==> config.mk <==
export PLATFORM = sky130hd
export DESIGN_NAME = cfg_image_loader
export DESIGN_NICKNAME = d
export VERILOG_FILES = /design/src/rtl/cfg_ldr_pkg.sv /design/src/rtl/cfg_ldr_pace.sv /design/src/rtl/cfg_ldr_core.sv /design/src/rtl/cfg_ldr_regs.sv /design/src/rtl/cfg_image_loader.sv
export SDC_FILE = /design/constraint.sdc
export NUM_CORES = 1
export LEC_CHECK = 0
export ABC_AREA = 1
export BUFFER_PORTS_ARGS = -buffer_cell sky130_fd_sc_hd__buf_2
export CORE_ASPECT_RATIO = 0.6
export CORE_MARGIN = 2
export CORE_UTILIZATION = 30
export CTS_CLUSTER_DIAMETER = 80
export DETAILED_ROUTE_END_ITERATION = 8
export SYNTH_ARGS = -nofsm -noshare
export SYNTH_HDL_FRONTEND = slang
export SYNTH_SLANG_ARGS = --single-unit
==> constraint.sdc <==
create_clock -name clk_i -period 3.4 [get_ports clk_i]
set_input_delay 0.68 -clock clk_i [delete_from_list [all_inputs] [get_ports clk_i]]
set_output_delay 0.68 -clock clk_i [all_outputs]
set_load 0.03 [all_outputs]
==> src/rtl/cfg_ldr_pkg.sv <==
package cfg_ldr_pkg;

    localparam int BYTE_W = 8;
    localparam int ADDR_W = 2;

    // register offsets
    localparam logic [ADDR_W-1:0] REG_DATA   = 2'd0;
    localparam logic [ADDR_W-1:0] REG_STAT   = 2'd1;
    localparam logic [ADDR_W-1:0] REG_CNT_LO = 2'd2;
    localparam logic [ADDR_W-1:0] REG_CNT_HI = 2'd3;

    // status bit positions
    localparam int STAT_READY = 0;
    localparam int STAT_DONE  = 1;
    localparam int STAT_PASS  = 2;

    localparam logic [15:0] CRC_POLY = 16'h1021;
    localparam logic [15:0] CRC_SEED = 16'hFFFF;

    // one byte of CRC-16, MSB first
    function automatic logic [15:0] crc16_step(input logic [15:0] crc_in,
                                               input logic [BYTE_W-1:0] data);
        logic [15:0] r;
        r = crc_in ^ {data, 8'h00};
        for (int i = 0; i < BYTE_W; i++) begin
            if (r[15]) r = {r[14:0], 1'b0} ^ CRC_POLY;
            else       r = {r[14:0], 1'b0};
        end
        return r;
    endfunction

endpackage

==> src/rtl/cfg_ldr_pace.sv <==
module cfg_ldr_pace #(
    parameter int BUSY_CYCLES = 2
) (
    input  logic clk_i,
    input  logic rst_ni,
    input  logic accept_i,
    output logic ready_o
);
    localparam int WAIT_W = (BUSY_CYCLES < 1) ? 1 : $clog2(BUSY_CYCLES + 1);
    localparam logic [WAIT_W-1:0] BUSY_V = WAIT_W'(BUSY_CYCLES);

    typedef struct packed {
        logic [WAIT_W-1:0] wait_cnt;
    } pace_st_t;

    pace_st_t st_d, st_q;

    always_comb begin
        st_d = st_q;
        if (accept_i) begin
            st_d.wait_cnt = BUSY_V;
        end else if (st_q.wait_cnt != '0) begin
            st_d.wait_cnt = st_q.wait_cnt - WAIT_W'(1);
        end
    end

    always_ff @(posedge clk_i or negedge rst_ni) begin
        if (!rst_ni) st_q <= '{wait_cnt: BUSY_V};
        else         st_q <= st_d;
    end

    assign ready_o = (st_q.wait_cnt == '0);

endmodule

==> src/rtl/cfg_ldr_core.sv <==
module cfg_ldr_core
    import cfg_ldr_pkg::*;
#(
    parameter int IMAGE_BYTES = 10496,
    parameter int CNT_W       = $clog2(IMAGE_BYTES + 1)
) (
    input  logic              clk_i,
    input  logic              rst_ni,
    input  logic              accept_i,
    input  logic [BYTE_W-1:0] byte_i,
    output logic [CNT_W-1:0]  count_o,
    output logic              done_o,
    output logic              pass_o,
    output logic              out_valid_o,
    output logic [BYTE_W-1:0] out_byte_o,
    output logic [CNT_W-1:0]  out_index_o
);
    localparam logic [CNT_W-1:0] LAST_IDX = CNT_W'(IMAGE_BYTES - 1);

    typedef struct packed {
        logic [CNT_W-1:0]  cnt;
        logic [15:0]       crc;
        logic              done;
        logic              pass;
        logic              ov;
        logic [BYTE_W-1:0] ob;
        logic [CNT_W-1:0]  oi;
    } core_st_t;

    localparam core_st_t RST_ST = '{cnt: '0, crc: CRC_SEED, done: 1'b0,
                                    pass: 1'b0, ov: 1'b0, ob: '0, oi: '0};

    core_st_t    st_d, st_q;
    logic [15:0] crc_nx;

    always_comb begin
        st_d    = st_q;
        st_d.ov = 1'b0;
        crc_nx  = crc16_step(st_q.crc, byte_i);
        if (accept_i) begin
            st_d.ov  = 1'b1;
            st_d.ob  = byte_i;
            st_d.oi  = st_q.cnt;
            st_d.crc = crc_nx;
            st_d.cnt = st_q.cnt + CNT_W'(1);
            if (st_q.cnt == LAST_IDX) begin
                st_d.done = 1'b1;
                st_d.pass = (crc_nx == 16'h0000);
            end
        end
    end

    always_ff @(posedge clk_i or negedge rst_ni) begin
        if (!rst_ni) st_q <= RST_ST;
        else         st_q <= st_d;
    end

    assign count_o     = st_q.cnt;
    assign done_o      = st_q.done;
    assign pass_o      = st_q.pass;
    assign out_valid_o = st_q.ov;
    assign out_byte_o  = st_q.ob;
    assign out_index_o = st_q.oi;

endmodule

==> src/rtl/cfg_ldr_regs.sv <==
module cfg_ldr_regs
    import cfg_ldr_pkg::*;
#(
    parameter int CNT_W = 14
) (
    input  logic [ADDR_W-1:0] addr_i,
    input  logic              wr_i,
    input  logic              ready_i,
    input  logic              done_i,
    input  logic              pass_i,
    input  logic [CNT_W-1:0]  count_i,
    output logic              accept_o,
    output logic [BYTE_W-1:0] rdata_o
);
    logic [2*BYTE_W-1:0] cnt_ext;
    logic [BYTE_W-1:0]   status;

    always_comb begin
        cnt_ext              = '0;
        cnt_ext[CNT_W-1:0]   = count_i;
        status               = '0;
        status[STAT_READY]   = ready_i;
        status[STAT_DONE]    = done_i;
        status[STAT_PASS]    = pass_i;
    end

    assign accept_o = wr_i && (addr_i == REG_DATA) && ready_i && !done_i;

    always_comb begin
        case (addr_i)
            REG_STAT:   rdata_o = status;
            REG_CNT_LO: rdata_o = cnt_ext[BYTE_W-1:0];
            REG_CNT_HI: rdata_o = cnt_ext[2*BYTE_W-1:BYTE_W];
            default:    rdata_o = '0;
        endcase
    end

endmodule

==> src/rtl/cfg_image_loader.sv <==
module cfg_image_loader
    import cfg_ldr_pkg::*;
#(
    parameter int IMAGE_BYTES = 10496,
    parameter int BUSY_CYCLES = 2
) (
    input  logic                               clk_i,
    input  logic                               rst_ni,
    input  logic [1:0]                         bus_addr_i,
    input  logic                               bus_wr_i,
    input  logic [7:0]                         bus_wdata_i,
    output logic [7:0]                         bus_rdata_o,
    output logic                               cfg_valid_o,
    output logic [7:0]                         cfg_byte_o,
    output logic [$clog2(IMAGE_BYTES+1)-1:0]   cfg_index_o
);
    localparam int CNT_W = $clog2(IMAGE_BYTES + 1);

    logic             accept_w;
    logic             ready_w;
    logic             done_w;
    logic             pass_w;
    logic [CNT_W-1:0] cnt_w;

    cfg_ldr_regs #(.CNT_W(CNT_W)) regs_i (
        .addr_i   (bus_addr_i),
        .wr_i     (bus_wr_i),
        .ready_i  (ready_w),
        .done_i   (done_w),
        .pass_i   (pass_w),
        .count_i  (cnt_w),
        .accept_o (accept_w),
        .rdata_o  (bus_rdata_o)
    );

    cfg_ldr_pace #(.BUSY_CYCLES(BUSY_CYCLES)) pace_i (
        .clk_i    (clk_i),
        .rst_ni   (rst_ni),
        .accept_i (accept_w),
        .ready_o  (ready_w)
    );

    cfg_ldr_core #(.IMAGE_BYTES(IMAGE_BYTES), .CNT_W(CNT_W)) core_i (
        .clk_i       (clk_i),
        .rst_ni      (rst_ni),
        .accept_i    (accept_w),
        .byte_i      (bus_wdata_i),
        .count_o     (cnt_w),
        .done_o      (done_w),
        .pass_o      (pass_w),
        .out_valid_o (cfg_valid_o),
        .out_byte_o  (cfg_byte_o),
        .out_index_o (cfg_index_o)
    );

endmodule

==> key figures <==
Hold path
  • Hold WC Path Type: in -> async

Place
  • Placed Cells: 542
  • PortBufs: 43
  • Placed Area: 0.003234 mm²
  • Detailed Place HPWL: 5103 µm
  • Routability cong.: 0.8839

Drt
  • Met2 Wirelength: 2816 µm
  • Detailed Route Iter0 Violations: 153
  • Uppermost layer routed: met4
  • Routed wire length on met3: 569 µm
  • DRT Wirelength: 7077 µm
  • # DRC: 0
  • DRT antenna net count: 0
  • Metal-1 WL: 3645 µm
  • Via count: 2,486
  • Via-to-Cell Ratio: 4.447
  • 1st-pass router iterations: 4
  • Wire per inst: 12.66 µm

STA
  • Final hold vios: 0
  • Fmax: 0.4294 GHz
  • Final setup violation count: 0
  • Post-route clock period utilization: 68.50%
  • Tmin final: 2.329 ns
  • Max-slew violation count: 0
  • Worst-Margin Slew: 0.9882 ns
  • TNS Setup: 0 ns
  • Slew margin rel.: 34.02%
  • RSZ-0062 raised after global routing: no
  • Skew final: 0.008073 ns

Worst setup path
  • CP top delay family: buffers and inverters
  • Critical Path RT: 3.64 ns
  • Critical path class: reg -> reg
  • Reg2reg start: pace_i.st_q[1]$_DFFE_PN1P_
  • CP max stage delay: 0.74 ns
  • Bufs and invs on worst path: 3
  • Crit-path cells: inv_1 > ha_1 > nand2_1 > nor2_2 > buf_4 > inv_2 > nor2_1 > nand4_1 > xor2_1
  • Startpoint Class: flip-flop
  • Critical Path Start: pace_i.st_q[1]$_DFFE_PN1P_
  • Peak fanout along the critical path: 67
  • Slowest CP cell: inv_2
  • CP Capture Type: flip-flop
  • Crit path arrival time: 2.57 ns

Yosys
  • Synth Flop Type: dfrtp_1
  • Synth cell types: 26
  • Post-synth EDFFs: 0
  • Synth cell count leaders: 146 x nand2_1, 46 x inv_1, 40 x dfrtp_1
  • Post-synth ARST share: 100.0%
  • Mapped Area: 0.003049 mm²
  • Synthesized area per cell: 7.779 µm²
  • Cell taking the most area after synthesis: dfrtp_1
  • Yosys reg bits: 57
  • Synth Instances: 392
  • Synth warnings: 0
  • Top area cells in the synthesized netlist: dfrtp_1 33%, nand2_1 18%, dfstp_2 15%
  • Most common cell in the netlist: nand2_1
  • Mapped Nets: 407
  • Sequential element share of the synthesized area: 47.48%
  • Share of the synthesized area in the top cell type: 32.83%

Pwr
  • Peak VDD IR: 269.3 µV
  • PD cells: 473.9 mW/mm²
  • Lkg Pwr: 1.876 nW

Clock network
  • TritonCTS clock tree: yes
  • Setup bufs post-CTS: 0
  • CTS Hold Buffers Added: 0
  • Post-CTS sizing: 0
  • Clock Latency Late Sink: 0.32 ns
  • Root buffer selected by CTS: clkbuf_16
  • H-tree levels: 3
  • CTS Buffer Depth: 2
  • Clock sink total: 57
  • CTS clock-pin slew for the worst setup and hold paths: 0.06 ns
  • Total CTS buffers: 9

Die
  • DIE HEIGHT: 82.09 µm
  • Total die area: 0.01101 mm²
  • Row cnt: 28
  • I/O pin count: 44
  • Core area: 0.009879 mm²
  • Initial Util: 30.86%
  • Die W: 134.2 µm

Flow run
  • Max-Cap Viols: 0

Run status
  • Status: completed

GRT
  • Vias in the first global route: 2,287
  • Largest net degree at the start of global routing: 68
  • First-pass GRT wire length: 11,410 µm
  • GRT Residual Overflow: 0
  • Initial antenna violation count: 1
  • All-layer global routing usage: 13.46%

Final layout
  • Design area: 0.003535 mm²
  • Count of filler cells inserted in the layout: 1,055
  • Layout area overhead: 15.92%
  • Share of cells above drive strength 1: 20.33%
  • Nets@finish: 433
  • Non-filler cells in the finished layout: 559
## state kept, by name, indices dropped and copies added (netlist names)
register	flops
core_i.out_byte_o	8
core_i.done_o	1
core_i.pass_o	1
core_i.out_valid_o	1
core_i.count_o	14
core_i.st_q	16
pace_i.st_q	2
core_i.out_index_o	14
## routing by layer
layer | vias up | GRT usage (%)
met5 | - | 0
met1 | 1157 | 19.46
met4 | 0 | 4.105
li1 | 1257 | -
met3 | 6 | 4.579
met2 | 66 | 18.87
## kinds of logic after synthesis
kind of cell             Yosys count  share of synthesized area [%]
AO/OA/AOI/OAI                     45                          8.002
buffers and inverters             78                          13.05
flip-flops                        57                          47.48
XOR/XNOR                          15                          4.309
adder cells (fa/ha/maj)            2                         0.8205
AND/OR/NAND/NOR                  195                          26.34
## path summary, 6_finish.rpt
path | to | slack (ns) | cells past startpoint
max | core_i.count_o[11]$_DFFE_PN0P_ | 1.07 | 9
max reg2reg | core_i.count_o[11]$_DFFE_PN0P_ | 1.07 | 9
max in group asynchronous | pace_i.st_q[1]$_DFFE_PN1P_ | 2.17 | 2
min reg2reg | core_i.out_index_o[3]$_DFFE_PN0P_ | 0.47 | 2
min | core_i.out_byte_o[3]$_DFFE_PN0P_ | 0.47 | 1
min in group clk_i | core_i.out_index_o[3]$_DFFE_PN0P_ | 0.47 | 2
## metrics by stage
step	total power [W]	utilization [%]	hold WS (ns)	setup slack (ns)
6_report	0.001675	35.78	0.4711	1.071
4_1_cts	0.001689	35.75	0.4795	1.055
2_1_floorplan	0.0007432	-	0.3844	1.236
3_5_place_dp	0.0007868	32.74	0.4658	1.030
5_1_grt	0.001737	35.75	0.4909	0.8225
3_3_place_gp	0.0007848	32.74	0.4606	1.058
## report_power, final
group | switching (W) | leakage [nW] | internal [W]
logic | 0.0000686 | 1.05 | 0.0000264
registers | 0 | 0.683 | 0.000680
clock network | 0.000316 | 0.142 | 0.000584
total | 0.000385 | 1.88 | 0.00129
## cell usage in the layout (no fill, tap or decap), drive strengths merged
| cell | netlist | routed |
|---|---|---|
| o22ai | 5 | 5 |
| and2 | 1 | 1 |
| ha | 2 | 2 |
| clkinv | 0 | 2 |
| nor3 | 4 | 4 |
| dfstp | 17 | 17 |
| bufinv | 0 | 1 |
| o221ai | 3 | 3 |
| clkinvlp | 0 | 2 |
| nor2 | 24 | 24 |
| diode | 0 | 1 |
| a31oi | 1 | 1 |
| clkbuf | 3 | 11 |
| nand4 | 3 | 3 |
| o21ai | 35 | 35 |
| nand3b | 2 | 2 |
| nand3 | 15 | 15 |
| xnor2 | 1 | 1 |
| inv | 47 | 47 |
| nand2 | 146 | 146 |
| xor2 | 14 | 14 |
| buf | 28 | 46 |
| a21oi | 1 | 1 |
| dfrtp | 40 | 40 |
## worst register-to-register path, cell delays in order, from the launching register on
cell     delay [ns]
dfstp_2        0.53
inv_1          0.04
ha_1           0.22
nand2_1        0.09
nor2_2         0.04
buf_4          0.20
inv_2          0.74
nor2_1         0.08
nand4_1        0.15
xor2_1         0.16
## final cells by class
cell class              instances  area (µm²)  share of cell area (%)
clock inverters                 5       55.05                   1.558
well taps                     135       168.9                   4.779
flip-flops and latches         57        1448                   40.96
inverters                      47       176.4                   4.991
multi-input cells             257        1204                   34.05
repair buffers                 46       237.7                   6.726
diodes                          1       2.502                 0.07080
clock buffers                  11       242.7                   6.867
(Power assumes the default switching activity.)
